===== config.mk =====
export PLATFORM = sky130hd
export DESIGN_NAME = muldiv_unit
export DESIGN_NICKNAME = d
export VERILOG_FILES = /design/src/rtl/muldiv_pkg.sv /design/src/rtl/md_mul_step.sv /design/src/rtl/md_div_step.sv /design/src/rtl/muldiv_unit.sv
export SDC_FILE = /design/constraint.sdc
export NUM_CORES = 1
export LEC_CHECK = 0
export BUFFER_PORTS_ARGS = -buffer_cell sky130_fd_sc_hd__buf_2
export CORE_MARGIN = 1.5
export CORE_UTILIZATION = 25
export DETAILED_ROUTE_END_ITERATION = 8
export SLEW_MARGIN = 15
export SYNTH_ARGS = -nofsm -noshare
export SYNTH_HDL_FRONTEND = slang
export SYNTH_HIERARCHICAL = 1
export SYNTH_SLANG_ARGS = --single-unit

===== constraint.sdc =====
create_clock -name clk -period 8 [get_ports clk]
set_input_delay 0.8 -clock clk [delete_from_list [all_inputs] [get_ports clk]]
set_output_delay 0.8 -clock clk [all_outputs]
set_load 0.01 [all_outputs]

===== src/rtl/muldiv_pkg.sv =====
package muldiv_pkg;
  typedef enum logic {OP_MUL = 1'b0, OP_DIV = 1'b1} md_op_e;
endpackage


===== src/rtl/md_mul_step.sv =====
module md_mul_step #(
  parameter int W = 8,
  parameter int K = 2
) (
  input  logic [W-1:0] hi_i,
  input  logic [W-1:0] lo_i,
  input  logic [W-1:0] mcand,
  output logic [W-1:0] hi_o,
  output logic [W-1:0] lo_o
);
  logic [W-1:0] hi_s [K+1];
  logic [W-1:0] lo_s [K+1];

  assign hi_s[0] = hi_i;
  assign lo_s[0] = lo_i;

  for (genvar g = 0; g < K; g++) begin : g_bit
    logic [W:0] sum;
    assign sum = lo_s[g][0] ? ({1'b0, hi_s[g]} + {1'b0, mcand}) : {1'b0, hi_s[g]};
    assign hi_s[g+1] = sum[W:1];
    assign lo_s[g+1] = {sum[0], lo_s[g][W-1:1]};
  end

  assign hi_o = hi_s[K];
  assign lo_o = lo_s[K];
endmodule


===== src/rtl/md_div_step.sv =====
module md_div_step #(
  parameter int W = 8,
  parameter int K = 2
) (
  input  logic [W-1:0] rem_i,
  input  logic [W-1:0] quo_i,
  input  logic [W-1:0] dsor,
  output logic [W-1:0] rem_o,
  output logic [W-1:0] quo_o
);
  logic [W-1:0] rem_s [K+1];
  logic [W-1:0] quo_s [K+1];

  assign rem_s[0] = rem_i;
  assign quo_s[0] = quo_i;

  for (genvar g = 0; g < K; g++) begin : g_bit
    logic [W:0] trial;
    logic [W:0] diff;
    logic       fits;
    assign trial = {rem_s[g], quo_s[g][W-1]};
    assign diff  = trial - {1'b0, dsor};
    assign fits  = (trial >= {1'b0, dsor});
    assign rem_s[g+1] = fits ? diff[W-1:0] : trial[W-1:0];
    assign quo_s[g+1] = {quo_s[g][W-2:0], fits};
  end

  assign rem_o = rem_s[K];
  assign quo_o = quo_s[K];
endmodule


===== src/rtl/muldiv_unit.sv =====
module muldiv_unit #(
  parameter int W = 8,
  parameter int K = 2
) (
  input  logic         clk,
  input  logic         rst,
  input  logic         tick,
  input  logic         start,
  input  logic         op_div,
  input  logic [W-1:0] a_in,
  input  logic [W-1:0] b_in,
  output logic         busy,
  output logic         done,
  output logic [W-1:0] a_out,
  output logic [W-1:0] b_out,
  output logic         cy_out,
  output logic         ov_out
);
  import muldiv_pkg::*;

  localparam int STEPS = W / K;
  localparam int CW    = (STEPS > 1) ? $clog2(STEPS) : 1;
  localparam logic [CW-1:0] LAST = CW'(STEPS - 1);

  md_op_e      op_q;
  logic        zero_q;
  logic [CW-1:0] step_cnt;
  logic [W-1:0] hi_q, lo_q, opnd_q;
  logic [W-1:0] mul_hi, mul_lo, div_hi, div_lo;
  logic [W-1:0] nxt_hi, nxt_lo;

  md_mul_step #(.W(W), .K(K)) u_mul (
    .hi_i(hi_q), .lo_i(lo_q), .mcand(opnd_q), .hi_o(mul_hi), .lo_o(mul_lo)
  );

  md_div_step #(.W(W), .K(K)) u_div (
    .rem_i(hi_q), .quo_i(lo_q), .dsor(opnd_q), .rem_o(div_hi), .quo_o(div_lo)
  );

  always_comb begin
    if (op_q == OP_MUL) begin
      nxt_hi = mul_hi;
      nxt_lo = mul_lo;
    end else if (zero_q) begin
      nxt_hi = hi_q;
      nxt_lo = lo_q;
    end else begin
      nxt_hi = div_hi;
      nxt_lo = div_lo;
    end
  end

  always_ff @(posedge clk) begin
    if (rst) begin
      busy     <= 1'b0;
      done     <= 1'b0;
      op_q     <= OP_MUL;
      zero_q   <= 1'b0;
      step_cnt <= '0;
      hi_q     <= '0;
      lo_q     <= '0;
      opnd_q   <= '0;
      a_out    <= '0;
      b_out    <= '0;
      cy_out   <= 1'b0;
      ov_out   <= 1'b0;
    end else begin
      done <= 1'b0;
      if (!busy && start) begin
        busy     <= 1'b1;
        op_q     <= md_op_e'(op_div);
        zero_q   <= op_div && (b_in == '0);
        step_cnt <= '0;
        hi_q     <= '0;
        lo_q     <= a_in;
        opnd_q   <= b_in;
      end else if (busy && tick) begin
        hi_q     <= nxt_hi;
        lo_q     <= nxt_lo;
        step_cnt <= step_cnt + 1'b1;
        if (step_cnt == LAST) begin
          busy   <= 1'b0;
          done   <= 1'b1;
          a_out  <= nxt_lo;
          b_out  <= (op_q == OP_DIV && zero_q) ? opnd_q : nxt_hi;
          cy_out <= 1'b0;
          ov_out <= (op_q == OP_DIV) ? zero_q : (nxt_hi != '0);
        end
      end
    end
  end


  done_pulse_chk: assert property (@(posedge clk) disable iff (rst) done |=> !done);

  carry_clear_chk: assert property (@(posedge clk) disable iff (rst) done |-> !cy_out);

  mul_ovf_chk: assert property (@(posedge clk) disable iff (rst)
    (done && op_q == OP_MUL) |-> (ov_out == (b_out != '0)));

  div_rem_chk: assert property (@(posedge clk) disable iff (rst)
    (done && op_q == OP_DIV && !zero_q) |-> (!ov_out && b_out < opnd_q));

  zero_div_chk: assert property (@(posedge clk) disable iff (rst)
    (done && op_q == OP_DIV && zero_q) |-> (ov_out && b_out == '0));

  no_tick_hold_chk: assert property (@(posedge clk) disable iff (rst)
    (busy && !tick) |=> (busy && $stable(step_cnt)));

  busy_start_chk: assert property (@(posedge clk) disable iff (rst)
    (busy && start) |=> ($stable(op_q) && $stable(opnd_q)));
endmodule


Word level (Yosys, flattened, before mapping):

Cells that the tools add are included.

* add/subtract/negate cells: 5
* magnitude comparators: 2
* equality and inequality tests: 1
* multiplexer cells: 16
* bitwise logic cells: 2
* reduce and logical (&&, ||, !) cells: 13

Operator list (number)
* $mux 8: 9
* $add 8x8->9: 2
* $ge 9x8->1: 2
* $mux 9: 2
* $sub 8x8->8: 2
* $logic_not 8->1: 1
* $reduce_bool 8->1: 1
* $mux 1: 5
* $logic_and 1x1->1: 4
* $reduce_bool 2->1: 2
* $reduce_and 3->1: 1
* $reduce_or 3->1: 1
* $add 2x1->2 const B: 1
* $eq 2x2->1 const B: 1
* $not 1->1: 2
* $reduce_and 2->1: 1
* $reduce_or 2->1: 1
* $logic_not 1->1: 1

* flip-flop bits (word level): 47
* input bits: 21
* output and inout bits: 20

Depth between registers and ports, before layout:

Gate-level depths: netlist (run 1).

* word-level depth: 8
* depth in mapped cells: 21
* depth with buffers taken out: 20

Hierarchy:

Netlist (run 1), hierarchy kept.

By module, submodules not included
* muldiv_unit: instances 1, cells each 279, area each 2153.3 um^2, sequential area each 940.9 um^2
* md_div_step: instances 1, cells each 130, area each 1072.3 um^2, sequential area each 0.0 um^2
* md_mul_step: instances 1, cells each 100, area each 834.6 um^2, sequential area each 0.0 um^2

Least setup slack after synthesis (run 1):

Ideal clock, no wire load.

* path kind: reg-to-reg
* start: reg opnd_q[1]
* end: reg ov_out
* library setup time: 0.127 ns
* data arrival time: 4.510 ns
* data required time: 7.873 ns
* setup slack: 3.363 ns
* cell stages (with the launch flop): 19
* cells stage by stage: dfxtp_1 inv_1 ha_1 nor2b_1 o31ai_4 a311oi_4 or2_1 buf_6 mux2_4 ha_1 or4_1 o211ai_1 o311ai_1 a21oi_4 mux2_4 mux2i_1 a21oi_1 nor4_1 a31oi_1

* word-level cells in the longest chain between the ends: 8

RTL lines
* from (decl): line muldiv_unit.sv:28 `logic [W-1:0] hi_q, lo_q, opnd_q;`
* from (signal assigned): line muldiv_unit.sv:76 `opnd_q <= b_in;`
* $ge 9x8->1 (*): line md_div_step.sv:23 `assign fits = (trial >= {1'b0, dsor});`
* named net u_div.g_bit[0].fits: line md_div_step.sv:20 `logic fits;`
* $mux 8 (*): line md_div_step.sv:24 `assign rem_s[g+1] = fits ? diff[W-1:0] : trial[W-1:0];`
* $sub 8x8->8 or $ge 9x8->1 (tied branches): line md_div_step.sv:22, md_div_step.sv:23
* $mux 8 (*): line md_div_step.sv:24
* named net div_hi[6]: line muldiv_unit.sv:29 `logic [W-1:0] mul_hi, mul_lo, div_hi, div_lo;`
* $mux 8 (*): line muldiv_unit.sv:44 `end else if (zero_q) begin`
* $mux 8 (*): line muldiv_unit.sv:41 `if (op_q == OP_MUL) begin`
* $reduce_bool 8->1 (*): line muldiv_unit.sv:87 `ov_out <= (op_q == OP_DIV) ? zero_q : (nxt_hi != '0);`
* $mux 1 (*): line muldiv_unit.sv:87
* to (signal assigned): line muldiv_unit.sv:87
* to (decl): line muldiv_unit.sv:17 `output logic ov_out`

Mark *: on every way through the listed nets, which the timed path passes. The rest lies on a longest branch.
A chain may end at the register's enable or synchronous reset.

Worst setup path in the final report (run 1):

* start: reg opnd_q[1]
* end: reg ov_out

* word-level cells in the longest chain between the ends: 8

RTL lines (line)
* $ge 9x8->1 (*): md_div_step.sv:23
* named net div_lo[1]: muldiv_unit.sv:29
* $mux 8 (*): md_div_step.sv:24
* $sub 8x8->8 or $ge 9x8->1 (tied branches): md_div_step.sv:22, md_div_step.sv:23
* $mux 8 (*): md_div_step.sv:24
* named net div_hi[6]: muldiv_unit.sv:29
* $mux 8 (*): muldiv_unit.sv:44
* $mux 8 (*): muldiv_unit.sv:41
* $reduce_bool 8->1 (*): muldiv_unit.sv:87
* $mux 1 (*): muldiv_unit.sv:87

Marked as above.

==> results of run 1 <==
## metal layers
metal / global-route usage / up-vias / wire, µm
li1: - / 1817 / -
met1: 0.187 / 1707 / 5230
met2: 0.185 / 81 / 4680
met3: 0.0191 / 9 / 481
met4: 0.0207 / 0 / 74
met5: 0 / - / 0
## flip-flops by register name, indices dropped and copies added, names as in the netlist
signal	count
op_q	1
hi_q	8
lo_q	8
step_cnt	2
a_out	8
done	1
b_out	8
busy	1
ov_out	1
opnd_q	8
zero_q	1
## critical path: stages, from the launching register on
cell      delay (ns)
dfxtp_1         0.51
inv_1           0.20
ha_1            0.33
nor2b_1         0.25
o31ai_4         0.11
a311oi_4        0.45
or2_1           0.44
mux2_4          0.35
ha_1            0.21
or4_1           0.54
o211ai_1        0.22
o311ai_1        0.19
a21oi_4         0.37
mux2_4          0.33
mux2i_1         0.12
a21oi_1         0.11
nor4_1          0.33
a31oi_1         0.12
## worst paths after layout
kind,startpoint,to,slack (ns),cells after the start
setup / recovery,opnd_q[1],ov_out,2.68,17
hold reg to reg,b_out[0],b_out[0],0.45,2
setup reg to reg,opnd_q[1],ov_out,2.68,17
hold / removal,b_out[0],b_out[0],0.45,2
## power breakdown
| group | switching, µW | internal (µW) | total (µW) | leakage (µW) |
|---|---|---|---|---|
| combinational | 166 | 157 | 324 | 0.00130 |
| sequential | 14.8 | 241 | 255 | 0.000382 |
| clock | 90.4 | 115 | 206 | 0.0000658 |
| total | 272 | 513 | 785 | 0.00175 |
## cell type report
| cell class | count | area [µm²] | share of cell area |
|---|---|---|---|
| Timing Repair Buffer | 42 | 218 | 0.0492 |
| Inverter | 21 | 78.8 | 0.0178 |
| Clock inverter | 3 | 20.0 | 0.00453 |
| Tap cell | 216 | 270 | 0.0611 |
| Clock buffer | 5 | 125 | 0.0283 |
| Sequential cell | 47 | 941 | 0.213 |
| Multi-Input combinational cell | 400 | 2770 | 0.626 |
## cell usage in the layout, fill, tap and decap left out, types with 2 or more instances in the layout
cell | Yosys | routed
nand2_1 | 73 | 73
a21oi_1 | 70 | 70
dfxtp_1 | 47 | 47
buf_2 | 9 | 39
nor2_1 | 38 | 38
ha_1 | 34 | 34
inv_1 | 20 | 20
mux2i_1 | 17 | 17
xnor2_1 | 13 | 13
nand3_1 | 11 | 11
o21ai_0 | 11 | 11
a21o_1 | 9 | 9
mux2_4 | 9 | 9
mux2_2 | 9 | 9
a22oi_1 | 8 | 8
a311oi_1 | 7 | 7
nor3_1 | 7 | 7
xor2_1 | 6 | 6
clkbuf_16 | 0 | 5
nor2b_1 | 4 | 4
nand2b_1 | 4 | 4
a31oi_1 | 4 | 4
nor3b_1 | 4 | 4
nand4_1 | 4 | 4
fa_1 | 4 | 4
and3_1 | 3 | 3
nor4_1 | 3 | 3
or4_1 | 3 | 3
buf_4 | 17 | 3
a31o_1 | 3 | 3
o21a_1 | 3 | 3
a211oi_1 | 3 | 3
o211ai_1 | 2 | 2
clkinvlp_4 | 0 | 2
o21a_2 | 2 | 2
o21ai_1 | 2 | 2
a21boi_0 | 2 | 2
or3_1 | 2 | 2
o311ai_1 | 2 | 2
mux2_1 | 2 | 2
## metrics by stage
step                      area [µm²]  worst slack (ns)
after floorplan                 4060              3.36
final                           4420              2.68
after CTS                       4420              2.73
after global routing            4420              2.30
after global placement          4280              2.87
after detailed placement        4280              2.76
## kinds of logic (layout without fill, tap and decap cells)
| kind of cell | Yosys count | in the layout | synth area share |
|---|---|---|---|
| AO/OA/AOI/OAI | 142 | 142 | 0.229 |
| flip-flops | 47 | 47 | 0.232 |
| adder cells (fa/ha/maj) | 38 | 38 | 0.125 |
| XOR/XNOR | 19 | 19 | 0.0410 |
| multiplexers | 37 | 37 | 0.106 |
| other | 1 | 1 | 0.000924 |
| buffers and inverters | 62 | 71 | 0.0860 |
| AND/OR/NAND/NOR | 163 | 163 | 0.181 |
==> results.md, run 1 <==
* Run status: finished, final reports clean
* Initial Util at 0.256
* Startpoint types: register
* Final hold vios at 0
* # diodes at 0
* Share of layout cells above drive strength 1 at 0.154
* Top_reg_cell synth: dfxtp_1
* CP required at around 8.2 ns
* Fmax at roughly 190 MHz
* Synth top area share at 0.232
* Static leakage at roughly 0.0018 µW
* Clock buffer depth at 2
* Max IR drop VDD at a little over 0.07 mV
* CTS resizes at 0
* Final #Nets at between 500 and 600
* Post-CTS Hold Buffers at 0
* Worst Path Max Fanout at 9
* Largest net degree at the start of global routing at between 40 and 50
* Post-synthesis async set-or-reset flop share at 0
* First-pass GRT wire length at approximately 17,000 µm
* Later-pin clock latency in the skew report at 0.29 ns
* IO Pins at 41
* Syn Nets at 568
* Post-route DRC at 0
* Fillers at 1,774
* Tmin final at around 5.3 ns
* Total iterations of the first detailed-routing run at 5
* Power Total at roughly 780 µW
* Ys Warns at 6
* CTS root buffer: clkbuf_16
* Initial DRC count at 333
* Vias in the first global route at 3,254
* Post-Syn Area at just over 4000 µm²
* Synth cell types at 65
* Total Routed Length at 10,500 µm
* CTS tree: done
* Register area share after synthesis at 0.232
* Vert. Die Dim at 130 µm
* GP Congestion at 0.848
* IO buf count at 39
* Largest area contributor in the netlist: dfxtp_1
* Relative slew slack at 0.398
* Synth top area cells: dfxtp_1 23%, ha_1 10%, a21oi_1 8.6%, nand2_1 6.7%, mux2i_1 4.2%
* Gr ovfl total at 0
* Worst-margin pin slew at roughly 0.90 ns
* Number of synthesized flops with an enable pin at 0
* Antenna violations before repair at 0
* Post-route insts no fill at 734
* Max_cap viols at 0
* Util after Layout at 0.278
* Unrepaired setup endpoints after global routing: no
* Pwr dens at between 150 and 200 nW/µm²
* Rows at 46
* Layout Skew at between 0.007 and 0.008 ns
* Total CTS buffers at 5
* Vias per Instance at around 5
* Nature of the critical path endpoint: register
* Final period util at 0.665
* Setup violators final at 0
* Setup_tns at 0 ns
* Die X-Extent at between 100 and 150 µm
* Vias at 3,614
* Total GRT Usage at 0.123
* Post-CTS setup repair buffer count at 0
* Placed insts at 726
* Clock slew at reported path FFs at approximately 0.07 ns
* Synthesized area per cell at around 8.0 µm²
* Clock sink total at between 40 and 50
* Remaining antenna violation count at 0
* Synth cell count leaders: 73 x nand2_1, 70 x a21oi_1, 47 x dfxtp_1
* Full die area at 17,000 µm²
* Core area at about 16,000 µm²
* H-Tree Depth at 2
* Critical path type: register to register
* WL/cell at 14.3 µm
* DPL Wire Length at 7900 µm
* Count leader, synth: nand2_1
* Area Growth Syn to Fin at 8.94%
* Final hold slack at 0.454 ns
* Hold crit path type: register to register
* WP data arrival at about 5.5 ns
* Fin. max-slew vios at 0
* #FFs+latches synth at 47
* Synth Instances at 509
Note: power is estimated with default switching activity, not from simulation.
==> run 2: changes to the inputs <==
clock period = 5.6 ns   (was 8 ns; I/O delays follow)
==> run 2 against run 1 <==
- worst hold slack worse by 0.0018 ns
- core utilization grew 0.48 points
- critical path depth unchanged
- cell area up 1.7%
- critical path type unchanged
- via count up 1.7%
- first-iteration DRC count is 20% lower
- combinational power grew 47%
- largest cell class unchanged
- register-to-register slack worse by 2.2 ns
- non-clock buffer count grew 7
==> results.md, run 2 (synthesis results as in run 1) <==
* Final #Nets at 583
* Die X-Extent at about 130 µm
* Final period util at 0.917
* Post-route insts no fill at about 740
* Most common cell after layout, fill and taps aside: nand2_1
* DPL Wire Length at between 8000 and 9000 µm
* WP data arrival at between 5 and 6 ns
* Clock sink total at between 40 and 50
* Max stage delay on crit path at 0.54 ns
* Final hold vios at 0
* Hold crit path type: register to register
* IO buf count at 39
* Most frequent cells in the layout: 73 x nand2_1, 70 x a21oi_1, 47 x dfxtp_1
* First-pass GRT wire length at ~18,000 µm
* Gr ovfl total at 0
* Later-pin clock latency in the skew report at 0.29 ns
* Final setup margin at around 0.47 ns
* CTS root buffer: clkbuf_16
* CTS resizes at 0
* Share of layout cells above drive strength 1 at 0.166
* Layout Skew at a little over 0.005 ns
* Total iterations of the first detailed-routing run at 5
* Post-place setup slack at ~0.55 ns
* Pwr dens at 263 nW/µm²
* Vias in the first global route at approximately 3,400
* Initial DRC count at 265
* Run status: finished, final reports clean
* Clock buffer depth at 2
* Unrepaired setup endpoints after global routing: no
* Post-CTS Hold Buffers at 0
* Core area at between 15,000 and 20,000 µm²
* Max_cap viols at 0
* Total Routed Length at about 11,000 µm
* Clock slew at reported path FFs at ~0.070 ns
* Fin. max-slew vios at 0
* Post-route DRC at 0
* Fin area at between 4000 and 5000 µm²
* Total GRT Usage at 0.132
* Largest net degree at the start of global routing at 43
* Rows at between 40 and 50
* Initial Util at 0.256
* # diodes at 0
* Antenna violations before repair at 0
* CP max-delay cell: or4_1
* Relative slew slack at 0.398
* WL/cell at between 10 and 15 µm
* H-Tree Depth at 2
* CP required at between 5 and 6 ns
* Worst-margin pin slew at roughly 0.90 ns
* Post-CTS setup repair buffer count at 0
* Worst hold start: a_out[0]
* Tmin final at 5.13 ns
* Setup violators final at 0
* Cell Area, Placed at between 4000 and 5000 µm²
* Vias at approximately 3,700
* Remaining antenna violation count at 0
* Setup_tns at 0 ns
* Placed insts at roughly 730
* Max IR drop VDD at 0.147 mV
* Full die area at about 17,000 µm²
* IO Pins at 41
* Vert. Die Dim at approximately 130 µm
* Area Growth Syn to Fin at 10.8%
* Total CTS buffers at 5
* CTS tree: done
* Fmax at between 150 and 200 MHz
* GP Congestion at around 0.90
* Startpoint types: register
* Worst Path Max Fanout at 9
* Static leakage at ~0.0018 µW
* Nature of the critical path endpoint: register
* Vias per Instance at 4.96
* CP cell instances: inv_1, ha_1, o21a_2, o31ai_4, a311oi_4, or2_1, mux2_4, ha_1, or4_1, o211ai_1, o311ai_1, a21oi_4, mux2_4, mux2i_1, a21oi_1, nor4_1, a31oi_1
* Critical path type: register to register
* Reg2Reg Launch Point: opnd_q[2]
* Crit path from: opnd_q[2]
## run 2: final cells by class
class / instances / area, µm²
Sequential cell: 47 / 941
Inverter: 21 / 78.8
Timing Repair Buffer: 49 / 270
Tap cell: 216 / 270
Fill cell: 1767 / 11400
Multi-Input combinational cell: 400 / 2770
Clock inverter: 3 / 43.8
Clock buffer: 5 / 125
## run 2: metrics by stage
step                utilization  total power [µW]  hold WS (ns)
global placement          0.273               837         0.439
global route              0.283              1250         0.478
detailed placement        0.273               838         0.446
finish                    0.283              1180         0.452
floorplan                     -               768         0.440
CTS                       0.283              1180         0.456
## run 2: worst max-delay path, delay by kind of cell, from the launching register on
family,cells,cell delay [ns]
AOI/OAI and AO/OA,8,1.74
adders and majority gates,2,0.61
muxes,3,0.81
buffers and inverters,1,0.10
DFF,1,0.41
and+or+nand+nor,3,1.36
## run 2: routing by layer
layer / GRT usage / up-vias / routed length, µm
li1: - / 1827 / -
met1: 0.191 / 1745 / 5390
met2: 0.207 / 87 / 4940
met3: 0.0195 / 15 / 617
met4: 0.0271 / 0 / 142
met5: 0 / - / 0
## run 2: power by group
part           internal (µW)  switching, µW
logic                    228            249
clock network            211            136
registers                344           16.4
total                    782            402
## run 2: final timing paths
| path | to | slack (ns) | cells after the start |
|---|---|---|---|
| min reg2reg | a_out[0] | 0.45 | 2 |
| max | ov_out | 0.47 | 17 |
| min | a_out[0] | 0.45 | 2 |
| max reg2reg | ov_out | 0.47 | 17 |
